--- src/rtl/iq_port_pkg.sv ---
package iq_port_pkg;
  localparam int IQ_W   = 16;
  localparam int HALF_W = IQ_W / 2;

  typedef struct packed {
    logic [IQ_W-1:0] i;
    logic [IQ_W-1:0] q;
  } sample_t;

  typedef enum logic {
    PH_FIRST  = 1'b0,
    PH_SECOND = 1'b1
  } phase_e;
endpackage

--- src/rtl/iq_slot.sv ---
module iq_slot
  import iq_port_pkg::*;
(
  input  logic    clk,
  input  logic    rst_n,
  input  logic    in_v,
  input  sample_t in_s,
  input  logic    lock,
  input  logic    done,
  output logic    vld,
  output sample_t cur
);
  logic    pv;
  sample_t pend;

  always_ff @(posedge clk or negedge rst_n) begin
    if (!rst_n) begin
      vld  <= 1'b0;
      cur  <= '0;
      pv   <= 1'b0;
      pend <= '0;
    end else begin
      if (in_v && !lock) begin
        cur <= in_s;
        vld <= 1'b1;
      end else if (done && pv) begin
        cur <= pend;
        vld <= 1'b1;
      end else if (done) begin
        vld <= 1'b0;
      end

      if (in_v && lock) begin
        pv   <= 1'b1;
        pend <= in_s;
      end else if (done) begin
        pv <= 1'b0;
      end
    end
  end

  AST_NO_SPLIT: assert property (@(posedge clk) disable iff (!rst_n)
    (lock && in_v) |=> $stable(cur));
  AST_DONE_CLEARS: assert property (@(posedge clk) disable iff (!rst_n)
    (done && !in_v && !pv) |=> !vld);
endmodule

--- src/rtl/iq_prio_sel.sv ---
module iq_prio_sel #(
  parameter  int NCH = 4,
  localparam int CHW = (NCH > 1) ? $clog2(NCH) : 1
) (
  input  logic           clk,
  input  logic           rst_n,
  input  logic [NCH-1:0] pend_v,
  output logic           any,
  output logic [CHW-1:0] idx
);
  always_comb begin
    any = 1'b0;
    idx = '0;
    for (int c = NCH - 1; c >= 0; c--) begin
      if (pend_v[c]) begin
        any = 1'b1;
        idx = CHW'(c);
      end
    end
  end

  AST_GRANT_FULL: assert property (@(posedge clk) disable iff (!rst_n)
    any |-> pend_v[idx]);
  AST_PRIO_LOWEST: assert property (@(posedge clk) disable iff (!rst_n)
    any |-> ((pend_v & ((NCH'(1) << idx) - NCH'(1))) == '0));
endmodule

--- src/rtl/iq_out_seq.sv ---
module iq_out_seq
  import iq_port_pkg::*;
#(
  parameter  int NCH = 4,
  localparam int CHW = (NCH > 1) ? $clog2(NCH) : 1
) (
  input  logic            clk,
  input  logic            rst_n,
  input  logic            fmt8,
  input  logic            any,
  input  logic [CHW-1:0]  idx,
  input  sample_t         smp [NCH],
  input  logic            out_ready,
  output logic            out_valid,
  output logic [IQ_W-1:0] out_data,
  output logic            out_iq,
  output logic [CHW-1:0]  out_ch,
  output logic [NCH-1:0]  lock,
  output logic [NCH-1:0]  done
);
  phase_e         phase;
  logic [CHW-1:0] hch;
  logic [CHW-1:0] sel;
  logic           fire;
  logic           last_word;
  logic           hold_pair;
  sample_t        cur;

  assign sel       = (phase == PH_SECOND) ? hch : idx;
  assign out_valid = any;
  assign fire      = any && out_ready;
  assign last_word = fire && ((phase == PH_SECOND) || fmt8);
  assign hold_pair = ((phase == PH_SECOND) && !fire) ||
                     ((phase == PH_FIRST) && fire && !fmt8);
  assign out_iq    = any && (phase == PH_FIRST);
  assign out_ch    = any ? sel : '0;

  always_comb begin
    cur = smp[sel];
    if (!any)
      out_data = '0;
    else if (phase == PH_SECOND)
      out_data = cur.q;
    else if (fmt8)
      out_data = {cur.i[IQ_W-1 -: HALF_W], cur.q[IQ_W-1 -: HALF_W]};
    else
      out_data = cur.i;
  end

  for (genvar g = 0; g < NCH; g++) begin : g_ctl
    assign done[g] = last_word && (sel == CHW'(g));
    assign lock[g] = hold_pair && (sel == CHW'(g));
  end

  always_ff @(posedge clk or negedge rst_n) begin
    if (!rst_n) begin
      phase <= PH_FIRST;
      hch   <= '0;
    end else if (phase == PH_FIRST) begin
      if (fire && !fmt8) begin
        phase <= PH_SECOND;
        hch   <= idx;
      end
    end else if (fire) begin
      phase <= PH_FIRST;
    end
  end

  AST_Q_FOLLOWS_I: assert property (@(posedge clk) disable iff (!rst_n)
    (fire && phase == PH_FIRST && !fmt8) |=> (out_valid && !out_iq));
  AST_PAIR_SAME_CH: assert property (@(posedge clk) disable iff (!rst_n)
    (fire && phase == PH_FIRST && !fmt8) |=> $stable(out_ch));
  AST_PACKED_IQ_HIGH: assert property (@(posedge clk) disable iff (!rst_n)
    (fmt8 && phase == PH_FIRST && out_valid) |-> out_iq);
  AST_IDLE_QUIET: assert property (@(posedge clk) disable iff (!rst_n)
    !out_valid |-> (out_data == '0 && !out_iq && out_ch == '0));
endmodule

--- src/rtl/iq_out_port.sv ---
module iq_out_port
  import iq_port_pkg::*;
#(
  parameter  int NCH = 4,
  localparam int CHW = (NCH > 1) ? $clog2(NCH) : 1
) (
  input  logic                clk,
  input  logic                rst_n,
  input  logic                fmt8,
  input  logic [NCH-1:0]      in_valid,
  input  logic [NCH*IQ_W-1:0] in_i,
  input  logic [NCH*IQ_W-1:0] in_q,
  output logic                out_valid,
  input  logic                out_ready,
  output logic [IQ_W-1:0]     out_data,
  output logic                out_iq,
  output logic [CHW-1:0]      out_ch
);
  sample_t        smp_in [NCH];
  sample_t        held   [NCH];
  logic [NCH-1:0] slot_v;
  logic [NCH-1:0] lock;
  logic [NCH-1:0] done;
  logic           any;
  logic [CHW-1:0] idx;

  for (genvar g = 0; g < NCH; g++) begin : g_slot
    assign smp_in[g].i = in_i[g*IQ_W +: IQ_W];
    assign smp_in[g].q = in_q[g*IQ_W +: IQ_W];

    iq_slot u_slot (
      .clk  (clk),
      .rst_n(rst_n),
      .in_v (in_valid[g]),
      .in_s (smp_in[g]),
      .lock (lock[g]),
      .done (done[g]),
      .vld  (slot_v[g]),
      .cur  (held[g])
    );
  end

  iq_prio_sel #(.NCH(NCH)) u_prio (
    .clk   (clk),
    .rst_n (rst_n),
    .pend_v(slot_v),
    .any   (any),
    .idx   (idx)
  );

  iq_out_seq #(.NCH(NCH)) u_seq (
    .clk      (clk),
    .rst_n    (rst_n),
    .fmt8     (fmt8),
    .any      (any),
    .idx      (idx),
    .smp      (held),
    .out_ready(out_ready),
    .out_valid(out_valid),
    .out_data (out_data),
    .out_iq   (out_iq),
    .out_ch   (out_ch),
    .lock     (lock),
    .done     (done)
  );

  AST_STALL_HOLD: assert property (@(posedge clk) disable iff (!rst_n)
    (out_valid && !out_ready) |=> out_valid);
  AST_WRITE_SHOWS: assert property (@(posedge clk) disable iff (!rst_n)
    (|in_valid) |=> out_valid);
endmodule

--- config.mk ---
export PLATFORM = sky130hd
export DESIGN_NAME = iq_out_port
export DESIGN_NICKNAME = d
export VERILOG_FILES = /design/src/rtl/iq_port_pkg.sv /design/src/rtl/iq_slot.sv /design/src/rtl/iq_prio_sel.sv /design/src/rtl/iq_out_seq.sv /design/src/rtl/iq_out_port.sv
export SDC_FILE = /design/constraint.sdc
export NUM_CORES = 1
export LEC_CHECK = 0
export BUFFER_PORTS_ARGS = -buffer_cell sky130_fd_sc_hd__clkbuf_2
export CAP_MARGIN = 20
export CELL_PAD_IN_SITES_DETAIL_PLACEMENT = 1
export CELL_PAD_IN_SITES_GLOBAL_PLACEMENT = 1
export CORE_ASPECT_RATIO = 1.1
export CORE_MARGIN = 1.5
export CORE_UTILIZATION = 30
export DETAILED_ROUTE_END_ITERATION = 16
export MAX_ROUTING_LAYER = met4
export PLACE_DENSITY_LB_ADDON = 0.1
export SYNTH_ARGS = -nofsm -noshare
export SYNTH_HDL_FRONTEND = slang
export SYNTH_HIERARCHICAL = 1
export SYNTH_SLANG_ARGS = --single-unit
export TNS_END_PERCENT = 30
--- constraint.sdc ---
create_clock -name clk -period 2.65 [get_ports clk]
set_clock_uncertainty 0.15 [all_clocks]
set_input_delay 0.53 -clock clk [delete_from_list [all_inputs] [get_ports clk]]
set_output_delay 0.53 -clock clk [all_outputs]
set_load 0.02 [all_outputs]
* Yosys cells after proc, flatten, opt, wreduce, memory -nomap -nowiden
Index checks and enable logic that the tools add are counted. W data, S select, Z words.
Word-level totals: word-level logic and storage cells 124, flip-flop bits (word level) 267, bits of input ports 136, output and inout bits 20
Cells by class: order comparisons 1, multiplexer cells 43, bitwise gates (word level) 2, eq/ne operators 3, reductions and logical operators 49
Operator list (number):
- $mux W32 | 10
- $bmux W32 S2 | 1
- $mux W16 | 2
- $logic_and A1 B1 Y1 | 27
- $mux W1 | 23
- $reduce_bool A2 Y1 | 8
- $mux W2 | 6
- $reduce_bool A3 Y1 | 4
- $mux W8 | 1
- $logic_not A1 Y1 | 6
- $eq A2 B2 Y1 const B | 2
- $ge A3 B3 Y1 const B | 1
- $not A2 Y3 | 1
- $eq A2 B1 Y1 const B | 1
- $logic_not A2 Y1 | 1
- $logic_or A1 B1 Y1 | 2
- $reduce_and A2 Y1 | 1
- $not A1 Y1 | 1

* Logic depth before layout (Yosys ltp)
Gate-level depths: netlist of the first run.
word-level depth 12, depth in mapped cells 12, mapped depth without buffers 9

* Cells and area by module
The synthesis of the first run kept the hierarchy.
Modules (own cells, without submodules):
- iq_slot | sequential area each 1651.6 um^2, area an instance 2857.7 um^2, instances 4, cells each 218
- iq_out_seq | sequential area each 75.1 um^2, area an instance 1591.5 um^2, instances 1, cells each 145
- iq_prio_sel | sequential area each 0.0 um^2, area an instance 35.0 um^2, instances 1, cells each 7

* Worst setup path before layout of the first run
OpenSTA, ideal clock, no wires.
path type reg-to-output, from register g_slot[0].u_slot.vld, to output port out_data[2], path slack -13 ps, arrival 1983 ps, path buffers 2, data required time 1970 ps, stages on the path, launching flop included 8, cell sequence dfrtp_1 > nor3_1 > mux2_2 > buf_2 > buf_2 > mux2i_1 > a221o_1 > o21ai_1
Between the ends: cells in the longest elaborated chain, start to end 9, elaborated cells between the ends (all ways) 10, classes of those cells mux (9); bitwise (1)
RTL lines:
- start, declared | RTL line iq_slot.sv:10 | output logic vld,
- start signal, assigned | RTL line iq_slot.sv:18 | vld <= 1'b0;
- start signal, assigned | RTL line iq_slot.sv:25 | vld <= 1'b1;
- start signal, assigned | RTL line iq_slot.sv:28 | vld <= 1'b1;
- $mux W2 (*) | RTL line iq_prio_sel.sv:15 | if (pend_v[c]) begin
- net idx[1] | RTL line iq_out_port.sv:25 | logic [CHW-1:0] idx;
- $mux W2 (*) | RTL line iq_out_seq.sv:29 | assign sel = (phase == PH_SECOND) ? hch : idx;
- $not A2 Y3 (implied by the code) (*) | RTL line iq_out_seq.sv:39 | cur = smp[sel];
- $bmux W32 S2 (*) | RTL line iq_out_seq.sv:39
- $mux W32 (implied by the code) (*) (2 in series) | RTL line iq_out_seq.sv:39
- $mux W8 | RTL line iq_out_seq.sv:44 | else if (fmt8)
- $mux W16 (*) | RTL line iq_out_seq.sv:42 | else if (phase == PH_SECOND)
- $mux W16 (*) | RTL line iq_out_seq.sv:40 | if (!any)
- end, declared | RTL line iq_out_port.sv:15 | output logic [IQ_W-1:0] out_data,
The timed path passes the listed nets; every way through them passes the cells marked *. The select of a mux whose other input is x is not followed.

* Worst setup path after layout of the first run
from register g_slot[2].u_slot.vld, to output port out_data[10]
Between the ends: cells in the longest elaborated chain, start to end 10, elaborated cells between the ends (all ways) 13, classes of those cells mux (12); bitwise (1)
RTL lines (RTL line):
- start, declared | iq_slot.sv:10
- start signal, assigned | iq_slot.sv:18
- start signal, assigned | iq_slot.sv:25
- start signal, assigned | iq_slot.sv:28
- $mux W2 (3 in series) | iq_prio_sel.sv:15
- net idx[0] | iq_out_port.sv:25
- $mux W2 | iq_out_seq.sv:29
- $not A2 Y3 (implied by the code) | iq_out_seq.sv:39
- $bmux W32 S2 | iq_out_seq.sv:39
- $mux W32 (implied by the code) (2 in series) | iq_out_seq.sv:39
- $mux W16 | iq_out_seq.sv:42
- $mux W16 | iq_out_seq.sv:40
The timed path passes the listed nets, and every way through them passes these cells. The select of a mux whose other input is x is not followed.

==> results.cfg, run 1 <==
[clocking]
cts.htree.levels = 2
clk_pin_slew_ns = 0.06
cts_tree = yes
cts_buffer_depth = 3
root_buffer = clkbuf_16
cts_buffers = 34
clock_sinks = 267
clock_latency_ns = 0.53

[final_layout]
multi_input_area_um2 = 6100
nNetsFinal = 1389
drive_above_1_share = 0.466
fill_cells = 4475
antenna_cells = 0
regArea_um2 = 6680
syn_to_final_growth_pct = 29.8
final_core_util = 0.398

[routing]
drt_wl_total_mm = 42.5
drtAntennaViolNets = 0
wl_per_cell_um = 23.1
drc = 0
via_count = 9152
drt_first_pass_iters = 4
drt_iter0_drc = 360
viasPerCell = 4.97

[yosys]
synth_nets = 1160
syn_area_um2 = 13100
ys_types = 29
ys_ff_latch = 267
ys_seq_area_frac = 0.512
yosys-top-cells-area = dfrtp_1, mux2i_1, mux2_2
syn_avg_cell_area_um2 = 12.8
ys_warn_count = 6
synth_top_area_frac = 0.512
syn_inst = 1024
synth_top_area_cell = dfrtp_1

[sta]
finalSetupViolCount = 25
rsz0062_at_grt = yes
finalCritPeriodShare = 1.25
drv_slew = 0
clock.fmax_mhz = 302
fin_setup_tns_ns = -10.46
layout_min_cycle_time_ns = 3.31
final_hold_viol_count = 0
post-route-worst-setup-slack_ns = -0.660
max-slew-margin-rel = 0.692
worst_pin_slew_ns = 0.462

[setup_path]
worstPathArrival_ns = 2.63
crit_fanout = 8
critPathKind = flop to primary output
crit_start = g_slot[2].u_slot/vld
r2r_cells = 13
end_kind = primary output
rr_startpoint = g_slot[3].u_slot/vld
startpoint_type = flop
crit_required_ns = 1.97

[pwr]
finalPower_mw = 16.0
internal_power_mw = 10.8
ir_worst_vdd_mv = 0.369
sequentialPowerShare = 0.399
power_per_cell_area_nw_per_um2 = 942
power_switching_mw = 5.19
swShare = 0.325
p_comb_frac = 0.308
clockPowerShare = 0.294
leakage_nw = 7.78

[die]
pin_count = 156
num_rows = 79
fp.dieW_um = 202
fp.coreArea_um2 = 42600
dieHeight_um = 222
die-area_um2 = 44800
start_util = 0.306

[job]
maxCapViolations = 0

[global_routing]
grt_max_degree = 64
grt_pass1_wl_mm = 63.5
gr-total-overflow = 0
grt_pass1_vias = 9737
grt_util_all_layers = 0.197
antenna_found_initial = 2

[min_path]
whs_path_depth = 2
hp-start = in_i[50]
hold_class = primary input to flop

[placement]
post-dp-hpwl_mm = 30.7
port_buffers = 155
routabilityCongestion = 0.864

[outcome]
violations = setup timing
status = complete, but fails checks
==> worst paths after layout <==
path / slack [ns] / end
worst min register to register: 0.35 / g_slot[3].u_slot/pend[26]
min in group asynchronous: 0.38 / g_slot[0].u_slot/pend[24]
max in group asynchronous: 1.26 / g_slot[3].u_slot/pend[3]
worst max-delay path: -0.66 / out_data[10]
worst max register to register: -0.01 / g_slot[2].u_slot/cur[1]
worst min-delay path: 0.09 / g_slot[3].u_slot/pend[18]
==> worst max-delay path, cell delays in order (launching register included) <==
cell and delay [ns]:
dfrtp_1 0.39, nand2b_4 0.15, a21oi_4 0.17, mux2_4 0.32, buf_12 0.16, mux4_1 0.53, mux2i_1 0.13, nor2b_1 0.09
clkbuf_2 0.16
==> power by group through the flow <==
stage          clock, mW  sequential [mW]  combinational [mW]
3_5_place_dp           0             6.36                4.37
2_1_floorplan          0             5.78                3.04
5_1_grt             5.02             6.51                5.34
3_3_place_gp           0             6.34                4.30
6_report            4.69             6.37                4.91
4_1_cts             4.85             6.36                4.80
==> cell families (layout without fill, tap and decap cells) <==
group                  Yosys count  count (layout)  synth area share
muxes                          318             319             0.288
DFF                            267             267             0.512
and+or+nand+nor                182             182            0.0728
AOI/OAI and AO/OA              163             163            0.0660
buffers and inverters           94             344            0.0612
==> flip-flops by register name (all words and copies together), names as in the netlist <==
name	cells
u_seq/phase	1
u_seq/hch	2
g_slot.u_slot/vld	4
g_slot.u_slot/pv	4
g_slot.u_slot/pend	128
g_slot.u_slot/cur	128
==> layout make-up <==
cell class / instances / share of cell area
Inverter: 10 / 0.00221
Tap cell: 567 / 0.0418
Clock buffer: 51 / 0.0607
Timing Repair Buffer: 276 / 0.136
Clock inverter: 7 / 0.00561
Multi-Input combinational cell: 664 / 0.360
Sequential cell: 267 / 0.394
==> stage by stage <==
step	hold WS, ns	instances	worst slack (ns)	area, µm²
2_1_floorplan	0.0844	1024	-0.0125	13100
3_3_place_gp	0.336	1764	-0.194	14800
3_5_place_dp	0.342	1764	-0.237	14800
4_1_cts	0.0583	1840	-0.711	16600
5_1_grt	0.0777	1842	-0.780	17000
6_report	0.0883	1842	-0.660	17000
==> metal layers <==
| metal | GRT usage | part of all wire |
|---|---|---|
| met2 | 0.305 | 0.47 |
| met3 | 0.0400 | 0.052 |
| met5 | - | 0 |
| met1 | 0.262 | 0.45 |
| met4 | 0.0515 | 0.024 |
==> Yosys cell counts (all sizes together) <==
cell / instances
dfrtp: 267
nand3: 120
nor2b: 9
o21ai: 144
o211ai: 1
clkbuf: 16
buf: 68
a221o: 8
nand2b: 5
nor2: 12
nor3: 8
and2: 9
nand2: 19
inv: 10
mux2: 132
a21oi: 10
mux2i: 154
mux4: 32
==> layout by cell type, fill, tap and decap left out, types with 9 or more instances in the layout <==
master / synthesis / layout
o21ai_2: 0 / 24
buf_12: 17 / 23
dfrtp_1: 267 / 266
mux2i_4: 0 / 13
mux2i_2: 0 / 36
o21ai_1: 125 / 108
clkbuf_1: 16 / 9
o21ai_0: 19 / 10
mux4_2: 29 / 30
nand3_1: 120 / 120
nand2_2: 8 / 11
clkbuf_2: 0 / 139
inv_1: 10 / 10
buf_6: 14 / 19
buf_4: 5 / 79
clkbuf_16: 0 / 42
mux2i_1: 154 / 105
nor2_1: 12 / 11
mux2_2: 131 / 130
==> repair_timing <==
action                                 4_1_cts  5_1_grt
hold buffers                                 1        0
endpoints found under the hold margin       41        0
cloned                                       7        5
gates resized for setup                     85      102
pin swaps                                    4       24
buffers inserted                            10        2
setup endpoints to repair                  153      216
Power figures use the tool's default switching activity.
==> run 2: changes to the inputs <==
--- a/config.mk
+++ b/config.mk
@@ -15,6 +15,7 @@
 export DETAILED_ROUTE_END_ITERATION = 16
 export MAX_ROUTING_LAYER = met4
 export PLACE_DENSITY_LB_ADDON = 0.1
+export REMOVE_ABC_BUFFERS = 1
 export SYNTH_ARGS = -nofsm -noshare
 export SYNTH_HDL_FRONTEND = slang
 export SYNTH_HIERARCHICAL = 1
==> run 2 against run 1 <==
The flow still finishes with violations (setup timing). Highest routed layer unchanged. Hold slack lost 0.041 ns. Sequential share of layout area grew 1.5 points. Largest cell class unchanged. Sequential cell count is the same. Critical path depth grew 1. Combinational power shrank 4.5%. Clock power shrank 3%. Count of clock-buffer cells in the layout shrank 9.
==> results.cfg, run 2 (same netlist as run 1, synthesis figures left out) <==
[outcome]
status = complete, but fails checks
violations = setup timing

[setup_path]
cp_cell_sequence = nand2b_4, a21oi_4, mux2_4, buf_12, buf_6, mux4_2, mux2i_1, nor2b_1, buf_4
cp_slowest_cell = mux4_2
critPathKind = flop to primary output
worstPathArrival_ns = 2.66
end_kind = primary output
crit_start = g_slot[2].u_slot/vld
slowest_delay_ns = 0.48
crit_required_ns = 1.97
startpoint_type = flop
crit_fanout = 5
rr_startpoint = g_slot[1].u_slot/vld

[routing]
drtAntennaViolNets = 0
drt_first_pass_iters = 4
viasPerCell = 5.03
drt_wl_total_mm = 43.6
wl_per_cell_um = 24.1
drt_iter0_drc = 396
via_count = 9115
drc = 0

[sta]
max-slew-margin-rel = 0.671
post-route-worst-setup-slack_ns = -0.686
clock.fmax_mhz = 300
final_hold_viol_count = 0
drv_slew = 0
rsz0062_at_grt = yes
finalCritPeriodShare = 1.26
layout_min_cycle_time_ns = 3.34
fin_setup_tns_ns = -10.78
worst_pin_slew_ns = 0.491
finalSetupViolCount = 18

[clocking]
cts_buffers = 31
clock_latency_ns = 0.57
clock_sinks = 267
cts.htree.levels = 1
cts_buffer_depth = 3
root_buffer = clkbuf_16
cts_tree = yes
clk_pin_slew_ns = 0.06

[pwr]
finalPower_mw = 15.2
ir_worst_vdd_mv = 0.543
power_per_cell_area_nw_per_um2 = 933
leakage_nw = 7.63

[global_routing]
grt_pass1_vias = 9906
antenna_found_initial = 1
grt_pass1_wl_mm = 65.2
grt_max_degree = 72
grt_util_all_layers = 0.201
gr-total-overflow = 0

[final_layout]
layout_common_cells = dfrtp_1, mux2i_1, clkbuf_2
final_common_cell = dfrtp_1
fill_cells = 4540
drive_above_1_share = 0.416
regArea_um2 = 6680
syn_to_final_growth_pct = 24.9
multi_input_area_um2 = 5750
antenna_cells = 0
reg.largest.list = g_slot.u_slot/cur x128, g_slot.u_slot/pend x128
instances_no_fill = 1813
nNetsFinal = 1358

[die]
die-area_um2 = 44800
fp.dieW_um = 202
start_util = 0.306
num_rows = 79
pin_count = 156
fp.coreArea_um2 = 42600
dieHeight_um = 222

[placement]
place_ws_ns = -0.199
routabilityCongestion = 0.764
dp.cells = 1743
port_buffers = 155
post-dp-hpwl_mm = 29.5

[min_path]
hold_class = primary input to flop
hp-start = in_q[33]

[job]
maxCapViolations = 0
-- run 2: cell types whose count changed in the layout (fill, tap and decap cells not counted), moves of 8 or more --
| cell | change |
|---|---|
| o21ai_1 | +12 |
| buf_12 | +11 |
| mux2i_2 | -28 |
| mux2i_1 | +39 |
| clkbuf_16 | -8 |
| mux2i_4 | -11 |
| buf_6 | -15 |
| o21ai_2 | -12 |
| buf_4 | -23 |
-- run 2: stage by stage --
stage	cell area [µm²]	utilization	hold slack, ns
finish	16300	0.383	0.0478
global route	16300	0.383	0.0306
CTS	16100	0.377	0.0148
detailed placement	14800	0.347	0.331
global placement	14800	0.347	0.334
floorplan	12300	-	0.0844
-- run 2: layout make-up --
type                            instances  area share
Clock buffer                           42      0.0550
Clock inverter                         15      0.0113
Inverter                               10     0.00230
Multi-Input combinational cell        663       0.352
Sequential cell                       267       0.410
Tap cell                              567      0.0435
Timing Repair Buffer                  249       0.126
-- run 2: what timing repair did --
action / in CTS / in global routing
setup endpoints to repair: 27 / 129
pin swaps: 2 / 4
gates resized for setup: 51 / 35
cloned: 1 / 3
setup buffers: 3 / 6
endpoints found under the hold margin: 44 / 0
hold buffers: 1 / 0
-- run 2: worst paths after layout --
| check | end | slack, ns | cells past startpoint |
|---|---|---|---|
| worst max register to register | g_slot[2].u_slot/cur[5] | 0.06 | 10 |
| max in group asynchronous | g_slot[3].u_slot/cur[1] | 1.24 | 3 |
| min in group asynchronous | g_slot[2].u_slot/pend[4] | 0.31 | 2 |
| worst max-delay path | out_data[12] | -0.69 | 9 |
| worst min-delay path | g_slot[2].u_slot/pend[1] | 0.05 | 2 |
| worst min register to register | g_slot[3].u_slot/pend[22] | 0.35 | 1 |
-- run 2: power breakdown --
part           leakage (nW)  total (mW)  switching [mW]  internal (mW)
combinational          3.71        4.69            2.28           2.41
clock                 0.536        4.54            1.79           2.75
sequential             3.38        5.98           0.704           5.28
total                  7.63        15.2            4.78           10.4
-- run 2: metal layers --
layer	GRT usage	wire, µm
met5	-	0
met4	0.0392	575
met3	0.0175	1080
met2	0.332	21800
met1	0.270	20200
-- run 2: worst max-delay path: cells and delay by family (launching register included) --
family / cells / cell delay, ns
mux: 3 / 0.90
buf+inv: 3 / 0.41
flops: 1 / 0.39
simple gates: 2 / 0.24
compound gates: 1 / 0.14
==> run 3: changes to the inputs <==
==> constraint.sdc (replaced) <==
create_clock -name clk -period 2.65 [get_ports clk]
set_clock_uncertainty 0.15 [all_clocks]
set_input_delay 0.265 -clock clk [delete_from_list [all_inputs] [get_ports clk]]
set_output_delay 0.265 -clock clk [all_outputs]
set_load 0.02 [all_outputs]
==> run 3 against run 2 <==
The flow still finishes with violations (setup timing). Fmax grew 8.6%. Design area grew 7.5%. Sequential share of layout area shrank 2.9 points. Worst setup slack gained 0.26 ns. Total power grew 2.2%. Die area is the same. Combinational power grew 2%. Non-clock buffer count grew 121. Cell count grew 6.9%. Critical endpoint is now out_data[1]. Largest cell class unchanged. Highest routed layer unchanged.
==> results.cfg, run 3 (same netlist as run 1, synthesis figures left out) <==
[die]
num_rows = 79
fp.dieW_um = 202
pin_count = 156
fp.coreArea_um2 = 42600
dieHeight_um = 222
die-area_um2 = 44800
start_util = 0.306

[sta]
layout_min_cycle_time_ns = 3.07
clock.fmax_mhz = 326
final_hold_viol_count = 0
finalSetupViolCount = 17
fin_hold_ws_ns = 0.0635
rsz0062_at_grt = yes
finalCritPeriodShare = 1.16
post-route-worst-setup-slack_ns = -0.422
drv_slew = 0
max-slew-margin-rel = 0.594
worst_pin_slew_ns = 0.608

[final_layout]
regArea_um2 = 6680
antenna_cells = 0
syn_to_final_growth_pct = 34.3
final_core_util = 0.412
reg.largest.list = g_slot.u_slot/cur x128, g_slot.u_slot/pend x128
nNetsFinal = 1482
fill_cells = 4506
multi_input_area_um2 = 5710
layout_common_cells = dfrtp_1, mux2i_1, clkbuf_2
drive_above_1_share = 0.371
final_common_cell = dfrtp_1

[min_path]
hold_class = primary input to flop

[job]
maxCapViolations = 0

[pwr]
power_per_cell_area_nw_per_um2 = 887
leakage_nw = 8.14
ir_worst_vdd_mv = 0.386

[routing]
viasPerCell = 4.92
drt_wl_total_mm = 44.1
drc = 0
drt_first_pass_iters = 4
drt_iter0_drc = 417
via_count = 9542
wl_per_cell_um = 22.7
drtAntennaViolNets = 0

[global_routing]
gr-total-overflow = 0
antenna_found_initial = 0
grt_pass1_wl_mm = 67.0
grt_max_degree = 70
grt_util_all_layers = 0.206
grt_pass1_vias = 10500

[clocking]
clock_sinks = 267
cts_tree = yes
clock_latency_ns = 0.53
cts_buffers = 34
root_buffer = clkbuf_16
clk_pin_slew_ns = 0.05
cts_buffer_depth = 3
cts.htree.levels = 2

[setup_path]
critPathKind = flop to primary output
worstPathArrival_ns = 2.66
end_kind = primary output
crit_fanout = 5
crit_required_ns = 2.24
startpoint_type = flop

[placement]
port_buffers = 155
post-dp-hpwl_mm = 28.9
routabilityCongestion = 0.752

[outcome]
status = complete, but fails checks
violations = setup timing
run 3: cell types whose count changed in the layout (fill, tap and decap cells not counted), sizes merged:
cell and delta:
buf -10, bufinv -2, clkbuf +12, clkinv -2, clkinvlp -1, dlygate4sd3 +128
run 3: layer usage:
layer | up-vias | wire length, µm | global-route usage
li1 | 4381 | - | -
met1 | 4933 | 20200 | 0.272
met2 | 167 | 21600 | 0.339
met3 | 61 | 1360 | 0.0223
met4 | 0 | 939 | 0.0520
met5 | - | 0 | -
run 3: layout make-up:
cell class,count,area share
clock buffer,51,0.0598
clock inverter,10,0.00621
inverter,10,0.00214
multi-input combinational,663,0.326
sequential,267,0.381
tap,567,0.0405
timing repair buffer,370,0.185
run 3: what timing repair did:
action,4_1_cts,5_1_grt
endpoints found under the hold margin,318,0
resized for setup,53,28
setup buffers,6,2
gates cloned,1,0
endpoints found under the setup margin,17,155
hold buffers,129,0
pin swaps,14,0
run 3: path summary, 6_finish.rpt:
check / end / slack [ns] / depth (start not counted) / start
worst max-delay path: out_data[1] / -0.42 / 8 / g_slot[1].u_slot/vld
worst min-delay path: u_seq/phase / 0.06 / 4 / out_ready
worst max register to register: g_slot[1].u_slot/cur[1] / -0.01 / 10 / g_slot[3].u_slot/vld
worst min register to register: g_slot[3].u_slot/pend[4] / 0.35 / 1 / g_slot[3].u_slot/pend[4]
max in group asynchronous: g_slot[0].u_slot/pv / 1.45 / 3 / rst_n
min in group asynchronous: g_slot[2].u_slot/cur[20] / 0.16 / 2 / rst_n
run 3: worst max-delay path, stage by stage, from the launching register on:
cell and delay (ns):
dfrtp_1 0.42, inv_1 0.12, a21oi_4 0.07, mux2_4 0.34
and2_1 0.22, buf_4 0.16, a221o_1 0.39, o21ai_2 0.23
clkbuf_8 0.20
run 3: report_power, final:
part	internal (mW)	switching (mW)
Combinational	2.51	2.29
Sequential	5.28	0.687
Clock	2.94	1.86
Total	10.7	4.83
run 3: through the flow:
stage	setup slack, ns	cells	instance area (µm²)	setup TNS [ns]	power [mW]
4_1_cts	-0.420	1936	17400	-6.00	15.7
3_5_place_dp	0.0251	1739	14700	0	10.4
5_1_grt	-0.518	1938	17500	-9.88	16.4
6_report	-0.422	1938	17500	-5.60	15.6
2_1_floorplan	-1.11	940	12300	-118.84	8.55
3_3_place_gp	0.0142	1739	14700	0	10.3
